[src/rtl/hdov_pkg.sv]
package hdov_pkg;
  localparam int unsigned NPAD  = 5;
  localparam int unsigned CFG_W = 3;

  localparam int unsigned PAD_RST = 0;
  localparam int unsigned PAD_DI  = 1;
  localparam int unsigned PAD_MS  = 2;
  localparam int unsigned PAD_CK  = 3;
  localparam int unsigned PAD_DO  = 4;

  typedef enum logic [1:0] {
    MODE_FULL    = 2'd0,
    MODE_NO_RST  = 2'd1,
    MODE_SERIAL  = 2'd2,
    MODE_OFF     = 2'd3
  } mode_e;

  typedef logic [NPAD-1:0] pad_vec_t;

  // safe core-side levels while a pad is not forwarded
  localparam pad_vec_t SAFE_LVL = pad_vec_t'((1 << PAD_RST) | (1 << PAD_DI) | (1 << PAD_MS));
  localparam pad_vec_t DBG_PU   = pad_vec_t'((1 << PAD_RST) | (1 << PAD_DI) | (1 << PAD_MS));
  localparam pad_vec_t DBG_PD   = pad_vec_t'(1 << PAD_CK);

  function automatic mode_e code_to_mode(input logic [CFG_W-1:0] code);
    mode_e m;
    case (code)
      3'b000:  m = MODE_FULL;
      3'b001:  m = MODE_NO_RST;
      3'b010:  m = MODE_SERIAL;
      default: m = MODE_OFF;
    endcase
    return m;
  endfunction

  function automatic pad_vec_t mode_to_mask(input mode_e m);
    pad_vec_t v;
    case (m)
      MODE_FULL:   v = '1;
      MODE_NO_RST: v = pad_vec_t'(~(1 << PAD_RST));
      MODE_SERIAL: v = pad_vec_t'((1 << PAD_MS) | (1 << PAD_CK));
      default:     v = '0;
    endcase
    return v;
  endfunction
endpackage

[src/rtl/hdov_decode.sv]
module hdov_decode
  import hdov_pkg::*;
#(
  parameter int unsigned CODE_W = CFG_W,
  parameter int unsigned N      = NPAD
) (
  input  logic [CODE_W-1:0] code_i,
  output mode_e             mode_o,
  output logic [N-1:0]      dbg_mask_o
);
  always_comb begin
    mode_o     = code_to_mode(code_i);
    dbg_mask_o = mode_to_mask(mode_o);
  end
endmodule

[src/rtl/hdov_seq.sv]
module hdov_seq #(
  parameter int unsigned N = 5
) (
  input  logic         clk_i,
  input  logic         rst_ni,
  input  logic         we_i,
  input  logic [N-1:0] next_mask_i,
  output logic [N-1:0] own_o,
  output logic [N-1:0] force_o,
  output logic         ready_o
);
  logic [N-1:0] own_q, force_q, pend_q, rel;
  logic         hold;

  assign hold    = |force_q;
  assign rel     = own_q & ~next_mask_i;
  assign ready_o = hold | ~(we_i & (|rel));
  assign own_o   = own_q;
  assign force_o = force_q;

  always_ff @(posedge clk_i or negedge rst_ni) begin
    if (!rst_ni) begin
      own_q   <= '1;
      force_q <= '0;
      pend_q  <= '1;
    end else if (hold) begin
      own_q   <= pend_q;
      force_q <= '0;
    end else if (we_i) begin
      if (|rel) begin
        force_q <= rel;
        pend_q  <= next_mask_i;
      end else begin
        own_q   <= next_mask_i;
      end
    end
  end

  a_r5_single_wait: assert property (@(posedge clk_i) disable iff (!rst_ni)
    !ready_o |=> ready_o);

  a_r4_release_commit: assert property (@(posedge clk_i) disable iff (!rst_ni)
    hold |=> ((own_q & $past(force_q)) == '0));

  a_r6_acquire_direct: assert property (@(posedge clk_i) disable iff (!rst_ni)
    (we_i && !hold && ready_o) |=> (own_q == $past(next_mask_i)));
endmodule

[src/rtl/hdov_pad.sv]
module hdov_pad #(
  parameter logic SAFE = 1'b0,
  parameter logic PU   = 1'b0,
  parameter logic PD   = 1'b0
) (
  input  logic own_i,
  input  logic force_i,
  input  logic pad_i,
  input  logic gpio_pu_i,
  input  logic gpio_pd_i,
  output logic core_o,
  output logic gpio_sel_o,
  output logic pu_o,
  output logic pd_o
);
  logic fwd;
  assign fwd        = own_i & ~force_i;
  assign core_o     = fwd ? pad_i : SAFE;
  assign gpio_sel_o = ~own_i;
  assign pu_o       = own_i ? PU : gpio_pu_i;
  assign pd_o       = own_i ? PD : gpio_pd_i;
endmodule

[src/rtl/dbg_pin_handover.sv]
module dbg_pin_handover
  import hdov_pkg::*;
(
  input  logic             clk_i,
  input  logic             rst_ni,
  input  logic             cfg_we_i,
  input  logic [CFG_W-1:0] cfg_wdata_i,
  output logic             cfg_ready_o,
  input  logic [NPAD-1:0]  pad_in_i,
  input  logic [NPAD-1:0]  gpio_pu_i,
  input  logic [NPAD-1:0]  gpio_pd_i,
  output logic [NPAD-1:0]  core_in_o,
  output logic [NPAD-1:0]  gpio_own_o,
  output logic [NPAD-1:0]  pull_up_o,
  output logic [NPAD-1:0]  pull_dn_o
);
  mode_e          mode_w;
  logic [NPAD-1:0] next_mask, own, frc;

  hdov_decode #(.CODE_W(CFG_W), .N(NPAD)) i_decode (
    .code_i    (cfg_wdata_i),
    .mode_o    (mode_w),
    .dbg_mask_o(next_mask)
  );

  hdov_seq #(.N(NPAD)) i_seq (
    .clk_i      (clk_i),
    .rst_ni     (rst_ni),
    .we_i       (cfg_we_i),
    .next_mask_i(next_mask),
    .own_o      (own),
    .force_o    (frc),
    .ready_o    (cfg_ready_o)
  );

  for (genvar p = 0; p < NPAD; p++) begin : g_pad
    hdov_pad #(.SAFE(SAFE_LVL[p]), .PU(DBG_PU[p]), .PD(DBG_PD[p])) i_pad (
      .own_i     (own[p]),
      .force_i   (frc[p]),
      .pad_i     (pad_in_i[p]),
      .gpio_pu_i (gpio_pu_i[p]),
      .gpio_pd_i (gpio_pd_i[p]),
      .core_o    (core_in_o[p]),
      .gpio_sel_o(gpio_own_o[p]),
      .pu_o      (pull_up_o[p]),
      .pd_o      (pull_dn_o[p])
    );
  end

  a_r3_forced_safe: assert property (@(posedge clk_i) disable iff (!rst_ni)
    ((frc & (core_in_o ^ SAFE_LVL)) == '0) && ((frc & gpio_own_o) == '0));

  a_r7_debug_pulls: assert property (@(posedge clk_i) disable iff (!rst_ni)
    ((~gpio_own_o & ((pull_up_o ^ DBG_PU) | (pull_dn_o ^ DBG_PD))) == '0));

  a_r2_mode_mask: assert property (@(posedge clk_i) disable iff (!rst_ni)
    (mode_w == MODE_OFF) |-> (next_mask == '0));
endmodule

[config.mk]
export PLATFORM = sky130hd
export DESIGN_NAME = dbg_pin_handover
export DESIGN_NICKNAME = d
export VERILOG_FILES = /design/src/rtl/hdov_pkg.sv /design/src/rtl/hdov_decode.sv /design/src/rtl/hdov_seq.sv /design/src/rtl/hdov_pad.sv /design/src/rtl/dbg_pin_handover.sv
export SDC_FILE = /design/constraint.sdc
export NUM_CORES = 1
export LEC_CHECK = 0
export ABC_CLOCK_PERIOD_IN_PS = 1500
export CAP_MARGIN = 30
export CORE_MARGIN = 10
export CORE_UTILIZATION = 33
export DETAILED_ROUTE_END_ITERATION = 10
export PLACE_DENSITY = 0.75
export SYNTH_ARGS = -nofsm -noshare
export SYNTH_HDL_FRONTEND = slang
export SYNTH_SLANG_ARGS = --single-unit
[constraint.sdc]
create_clock -name clk_i -period 1.5 [get_ports clk_i]
set_clock_uncertainty 0.1 [all_clocks]
set_input_delay 0.15 -clock clk_i [delete_from_list [all_inputs] [get_ports clk_i]]
set_output_delay 0.15 -clock clk_i [all_outputs]
set_load 0.05 [all_outputs]
; ---- Word-level counts from Yosys, hierarchy flattened
; Index checks and enable logic that the tools add are counted.
[totals]
in_bits = 21
regBits = 15
word_cells = 61
[op_classes]
muxes = 23
n_bitwise = 21
reduce_logical = 9
eq_ne = 5
[op_table]
columns = cell, count
row1 = $mux W5, 6
row2 = $mux W1, 15
row3 = $pmux W5 S3, 1
row4 = $not A1 Y1, 12
row5 = $reduce_or A5 Y1, 2
row6 = $and A1 B1 Y1, 6
row7 = $pmux W2 S3, 1
row8 = $and A5 B5 Y5, 1
row9 = $not A5 Y5, 1
row10 = $reduce_and A2 Y1, 2
row11 = $reduce_bool A2 Y1, 2
row12 = $eq A3 B1 Y1 const B, 1
row13 = $eq A3 B2 Y1 const B, 1
row14 = $logic_not A3 Y1, 1
row15 = $reduce_and A3 Y1, 1
row16 = $eq A2 B1 Y1 const B, 1
row17 = $eq A2 B2 Y1 const B, 1
row18 = $logic_not A2 Y1, 1
row19 = $ne A2 B1 Y1 const B, 1
row20 = $or A1 B1 Y1, 1

; ---- Logic depth before layout (Yosys ltp)
; Gate-level depths: netlist (run 1).
[depth]
word_depth = 10
depth_mapped = 4
depth_no_buf = 4

; ---- By module
; A second synthesis (run 1) with hierarchy kept.
[unflattened]
cells_unflattened = 93
hier_area_um2 = 939.7
[by_module_without_submodules]
columns = module, area_each_um2, instances, cells_per_inst
row1 = hdov_seq, 764.5, 1, 66
row2 = hdov_pad at g_pad[0].i_pad ..., 27.5, 3, 4
row3 = hdov_decode, 41.3, 1, 7
row4 = hdov_pad at g_pad[3].i_pad, 26.3, 1, 4
row5 = hdov_pad at g_pad[4].i_pad, 25.0, 1, 4

; ---- Least setup slack after synthesis (run 1)
; No wires, ideal clock.
[synth_timing]
path_kind = register to output
from = register i_seq.own_q[3] (netlist: i_seq.own_o[3])
to = output cfg_ready_o
t_arrival_ns = 1.344
slack_ns = -0.094
required_ns = 1.250
stages_incl_launch_ff = 5
cell_sequence = dfstp_2 -> o21ai_0 -> a21oi_1 -> o21ai_2 -> or2_1
[synth_between]
elab_chain_cells = 5
[synth_rtl]
columns = element, line_no
row1 = start: declaration, hdov_seq.sv:12  ; logic [N-1:0] own_q, force_q, pend_q, rel;
row2 = start signal: assignment, hdov_seq.sv:27  ; own_q <= pend_q;
row3 = start signal: assignment, hdov_seq.sv:34  ; own_q <= next_mask_i;
row4 = $and A5 B5 Y5, hdov_seq.sv:16  ; assign rel = own_q & ~next_mask_i;
row5 = $reduce_or A5 Y1, hdov_seq.sv:17  ; assign ready_o = hold | ~(we_i & (|rel));
row6 = $and A1 B1 Y1, hdov_seq.sv:17
row7 = $not A1 Y1, hdov_seq.sv:17
row8 = $or A1 B1 Y1, hdov_seq.sv:17
row9 = end: declaration, dbg_pin_handover.sv:8  ; output logic cfg_ready_o,
; Every way passes these cells.

; ---- Worst setup path in the final report (run 1)
; Ends and elaborated chain as after synthesis.

==> results of run 1 <==
report_power, final:
part	switching [W]	leakage (nW)	internal (W)
sequential	0.0000944	0.102	0.000390
clock	0.0000886	0.0150	0.000103
combinational	0.00130	0.483	0.00110
per-stage QoR:
stage               cells  hold slack (ns)  instance area, um^2
CTS                   151          0.09911                 1284
global route          154           0.1183                 1370
floorplan              81          -0.2456                703.2
finish                154          0.09120                 1370
detailed placement    145           0.3531                 1170
global placement      145           0.3489                 1170
worst max-delay path, stage by stage, from the launching register on:
cell	delay, ns
dfstp_2	0.55
o21ai_2	0.07
a21oi_2	0.16
o21ai_2	0.08
or2_4	0.24
buf_12	0.15
cells by family (layout without fill, tap and decap cells):
family / after synthesis / after routing / synth area share (%)
and+or+nand+nor: 29 / 29 / 25.81
buffers and inverters: 26 / 72 / 24.91
DFF: 9 / 9 / 33.57
AOI/OAI and AO/OA: 17 / 17 / 15.71
area by class of cell:
type | count | area (um^2) | area share [%]
clock buffer | 4 | 26.28 | 1.918
inverter | 6 | 30.03 | 2.192
multi-input combinational | 46 | 346.6 | 25.30
sequential | 9 | 234.0 | 17.08
tap | 27 | 33.78 | 2.466
timing repair buffer | 62 | 699.4 | 51.05
layer usage:
layer | global-route usage [%] | share of wire, % | vias up
li1 | - | - | 351
met1 | 10.64 | 37 | 339
met2 | 19.32 | 56 | 23
met3 | 3.559 | 6.1 | 4
met4 | 4.813 | 0.87 | 0
met5 | 0 | 0 | -
cells in the mapped netlist (2+ instances only):
master	number
a21oi_1	6
a31oi_1	2
buf_4	20
dfrtp_1	3
dfstp_2	6
inv_1	6
nand2_1	2
nor2_1	4
nor2b_1	6
nor3_1	4
nor3b_1	2
o21ai_0	2
or2_2	4
or3_1	2
sequential cells by signal, indices dropped and copies added (netlist names):
register / cells
i_seq.pend_q: 3
i_seq.force_o: 3
i_seq.own_o: 3
final timing paths:
kind / endpoint / cells past startpoint
hold / removal: i_seq.force_o[0] / 1
max in group asynchronous: i_seq.own_o[0] / 1
setup reg to reg: i_seq.pend_q[1] / 5
hold reg to reg: i_seq.pend_q[0] / 1
setup / recovery: cfg_ready_o / 5
min in group clk_i: i_seq.pend_q[0] / 1
repair_timing:
| action | 4_1_cts | 5_1_grt |
|---|---|---|
| buffers inserted | 3 | 5 |
| gates resized for setup | 23 | 19 |
| setup endpoints to repair | 11 | 13 |
| pin swaps | 4 | 7 |
==> impl_results.md, run 1 <==
* Outcome: finished, violations left
* Failing checks: setup timing
* Post-layout nets at 149
* CP Launch Type: flip-flop
* Diode count at 0
* Clock-pin slew on the worst setup and hold paths at 0.06 ns
* Post-synth top area share at 22.74%
* R2R Path Start: i_seq.own_o[3]
* Pre-Repair DR Iteration Count at 4
* Number of buffers created by CTS at 3
* Max Clk Rate at 571.9 MHz
* Reg2Reg Setup Slack at 0.11 ns
* Vias in the first global route at 769
* # fillers at 117
* Die span in y at 65.83 um
* Post-synthesis cell type count at 26
* Top cells by area, synth: dfstp_2, buf_4, dfrtp_1, nor2b_1, a21oi_1
* Max Cap Violations at 0
* # rows at 16
* First-pass GRT wire length at 3.691 mm
* Final setup violation count at 9
* CTS Root Buffer Type: clkbuf_4
* Core ar. at 1982 um^2
* Largest net degree at the start of global routing at 10
* Final Util at 69.13%
* Synth Area per Inst at 8.558 um^2
* DRT antenna net count at 0
* Max Slew Vio Count at 0
* Final Hold Fails at 0
* Yosys Warn Count at 0
* Total number of vias at 717
* Clock Sinks at 9
* Pre-CTS WS at -0.2424 ns
* Initial antenna violation count at 0
* Slew @ Worst Pin at 0.4297 ns
* Initial Util at 34.97%
* H-Tree Depth at 1
* Layout cells sized above 1 at 57.48%
* Post-DP HPWL at 1.845 mm
* Rel. slew slack at 71.26%
* Crit path DAT at 1.50 ns
* CP startpoint: i_seq.own_o[3]
* Vias per std cell at 4.656
* Synthesis-stage register bit count at 9
* Crit. End Element: primary output
* TritonCTS clock tree: built
* Area leader, netlist: dfstp_2
* Routed WL at 2.410 mm
* Die area at 4334 um^2
* Total power per unit cell area at 2250 nW/um^2
* Commonest cells after routing, fill and taps aside: clkdlybuf4s50_1, buf_4, buf_12
* Peak VDD IR at 0.001304 V
* Setup slack after layout at -0.2486 ns
* Fin crit share at 116.6%
* Post-Synthesis Cells at 81
* Placer Congestion at 0.8776
* I/O pin count at 42
* Min cycle time layout at 1.749 ns
* Worst min-delay path category: in2async
* Syn nets at 102
* Gr ovfl total at 0
* Area Overhead vs Synth at 97.65%
* Total power at 0.003082 W
* CP required at 1.25 ns
* Number of synthesized flops with an enable pin at 0
* CP Max Fanout at 2
* Ys flop type: dfstp_2
* Clock Latency Late Sink at 0.26 ns
* Lkg Pwr at 0.5995 nW
* Hold-fix buffers, CTS at 0
* Synth Cell Area at 693.2 um^2
* Deepest clock path buffer count at 2
* Seq/Total Area, Yosys at 33.57%
* PortBufs at 41
* RSZ-0062 raised after global routing: yes
* Die X at 65.83 um
* Initial DRC count at 19
* Asr flop ratio synth at 100.0%
* TNS Setup at -1.040 ns
* DR DRC count at 0
* Total global-route track usage at 10.63%
* WS Path Type: reg2out
* WL/cell at 15.65 um
(Power assumes the default switching activity.)
==> run 2: changes to the inputs <==
--- a/config.mk
+++ b/config.mk
@@ -6,8 +6,9 @@
 export NUM_CORES = 1
 export LEC_CHECK = 0
+export ABC_AREA = 1
 export ABC_CLOCK_PERIOD_IN_PS = 1500
 export CAP_MARGIN = 30
 export CORE_MARGIN = 10
-export CORE_UTILIZATION = 33
+export CORE_UTILIZATION = 35
 export DETAILED_ROUTE_END_ITERATION = 10
 export PLACE_DENSITY = 0.75
--- a/constraint.sdc
+++ b/constraint.sdc
@@ -3,3 +3,3 @@
 set_input_delay 0.15 -clock clk_i [delete_from_list [all_inputs] [get_ports clk_i]]
 set_output_delay 0.15 -clock clk_i [all_outputs]
-set_load 0.05 [all_outputs]
+set_load 0.02 [all_outputs]
==> run 2 against run 1 <==
Effect of this change: the run still ends with setup timing left; flip-flop and latch count did not move; power fell by 36%; hold slack got worse by 0.027 ns; critical path depth fell by 1; die area rose by 8.7%; combinational power fell by 44%; area after synthesis rose by 19%; via count rose by 6.3%; first-iteration DRC count fell by 42%; core utilization fell by 11 points; global-route usage fell by 0.95 points; non-clock buffer count rose by 3; critical path type unchanged.
==> impl_results.md, run 2 <==
* Initial antenna violation count at 0
* Slowest stage delay, CP at 0.58 ns
* Synthesis-stage register bit count at 9
* # rows at 17
* WL/cell at 12.00 um
* First-pass GRT wire length at 3.505 mm
* R2R Path Start: i_seq.force_o[3]
* DR DRC count at 0
* Post-Synthesis Cells at 107
* Placer Congestion at 0.9141
* Most common cell in the netlist: buf_4
* WP buf/inv at 3
* Total power per unit cell area at 1527 nW/um^2
* Ys flop type: dfstp_2
* Diode count at 0
* PortBufs at 41
* Total number of vias at 762
* Placed cell count at 170
* Layout cells sized above 1 at 50.33%
* Die span in y at 68.65 um
* Synth Area per Inst at 7.741 um^2
* Final Hold Fails at 0
* Gr ovfl total at 0
* CP required at 1.25 ns
* Worst R2R Path Depth at 7
* Crit path DAT at 1.32 ns
* Post-DP HPWL at 1.830 mm
* Pre-Repair DR Iteration Count at 4
* Clock Latency Late Sink at 0.27 ns
* Top cells by area, synth: dfstp_2, buf_4, dfrtp_1, inv_1, nand2_1
* Clock-pin slew on the worst setup and hold paths at 0.06 ns
* Synth Cell Area at 828.3 um^2
* Most used cell, CP: buf_6
* WS Path Type: reg2out
* Number of synthesized flops with an enable pin at 0
* Slew @ Worst Pin at 0.3911 ns
* Max Slew Vio Count at 0
* Max Clk Rate at 637.3 MHz
* Yosys Warn Count at 0
* TNS Setup at -0.1575 ns
* Deepest clock path buffer count at 2
* Core ar. at 2233 um^2
* Routed WL at 2.172 mm
* Initial Util at 37.09%
* Slowest cell on crit path: dfstp_2
* Failing checks: setup timing
* Post-layout nets at 175
* Fin Hold WS at 0.06428 ns
* Final setup violation count at 5
* Reg2reg end: i_seq.own_o[1]
* Worst min-delay path category: in2async
* Reg2Reg Setup Slack at 0.10 ns
* CP Launch Type: flip-flop
* Seq/Total Area, Yosys at 28.10%
* Syn nets at 128
* Crit. End Element: primary output
* Vias per std cell at 4.210
* Vias in the first global route at 749
* Asr flop ratio synth at 100.0%
* Outcome: finished, violations left
* Total global-route track usage at 9.683%
* Post-synth top area share at 19.03%
* Lkg Pwr at 0.6421 nW
* Die area at 4712 um^2
* I/O pin count at 42
* Largest net degree at the start of global routing at 12
* Die X at 68.65 um
* Rel. slew slack at 73.85%
* Commonest cells after routing, fill and taps aside: clkdlybuf4s50_1, buf_4, inv_1
* Peak VDD IR at 0.0009020 V
* Number of buffers created by CTS at 3
* DRT antenna net count at 0
* Pre-CTS WS at -0.4786 ns
* TritonCTS clock tree: built
* CTS Root Buffer Type: clkbuf_4
* Area Overhead vs Synth at 55.74%
* RSZ-0062 raised after global routing: yes
* Finished Layout Cells at 181
* Clock Sinks at 9
* Footprint of the multi-input gates at 354.1 um^2
* Worst path cell trace: buf_6, buf_6, and3_4, buf_6
* H-Tree Depth at 1
* Worst path top cell family by delay: flip-flops
* Setup slack after layout at -0.06909 ns
* Area leader, netlist: dfstp_2
* Min cycle time layout at 1.569 ns
* # fillers at 206
* Top cells by instance count after synthesis: buf_4, inv_1, nand2_1, nor2_1
* Initial DRC count at 11
* Post-synthesis cell type count at 27
* Fin crit share at 104.6%
* Max Cap Violations at 0
* Register Area at 232.7 um^2
* CP Max Fanout at 4
run 2: cell types whose count changed in the layout (fill, tap and decap cells not counted), sizes merged, moves of 2 or more:
cell,change
nor3,-2
a21oi,-6
nor2b,-6
clkdlybuf4s15,+2
nor3b,-2
or3,-3
a31oi,-2
nand2,+17
and3,+2
inv,+15
nor2,+6
nand3,+8
run 2: final cells by class:
class                      instances  share of cell area [%]
timing repair buffer              65                   43.45
multi-input combinational         54                   27.45
sequential                         9                   18.04
inverter                          21                   6.305
tap                               28                   2.716
clock buffer                       4                   2.037
run 2: repair_timing:
item / CTS / global route
setup endpoints to repair: 21 / 12
hold buffers: 0 / 0
gates resized for setup: 83 / 22
pin swaps: 2 / 4
setup buffers: 5 / 2
run 2: power breakdown:
group          switching, W  internal [W]
Clock             0.0000884      0.000103
Combinational      0.000670      0.000678
Sequential        0.0000796      0.000350
run 2: metal layers:
layer / vias up / GRT usage (%) / share of wire, %
met5: - / 0 / 0
met4: 0 / 3.769 / 1.2
met3: 5 / 4.187 / 8.0
met2: 28 / 18.66 / 58
met1: 334 / 8.595 / 33
li1: 395 / - / -
run 2: cell families after synthesis:
logic type | Yosys count | share of synthesized area (%)
buffers and inverters | 44 | 31.27
AO/OA/AOI/OAI | 4 | 2.417
flip-flops | 9 | 28.10
AND/OR/NAND/NOR | 50 | 38.22
run 2: worst max-delay path by stage:
stage | start | endpoint | slack [ns] | cells past startpoint
finish | i_seq.own_o[3] | core_in_o[3] | -0.07 | 4
global placement | cfg_wdata_i[2] | cfg_ready_o | -0.44 | 7
floorplan | i_seq.own_o[3] | i_seq.pend_q[3] | 0.25 | 7
CTS | i_seq.force_o[1] | cfg_ready_o | -0.15 | 4
global route | i_seq.own_o[3] | core_in_o[3] | -0.11 | 4
detailed placement | cfg_wdata_i[2] | cfg_ready_o | -0.48 | 7
run 2: per-stage QoR:
stage               power [W]  util (%)  cell area, um^2
finish               0.001969     57.76             1290
global route         0.002112     57.76             1290
CTS                  0.001884     55.18             1232
detailed placement   0.001699     54.79             1224
global placement     0.001672     54.79             1224
floorplan            0.001312         -            828.3
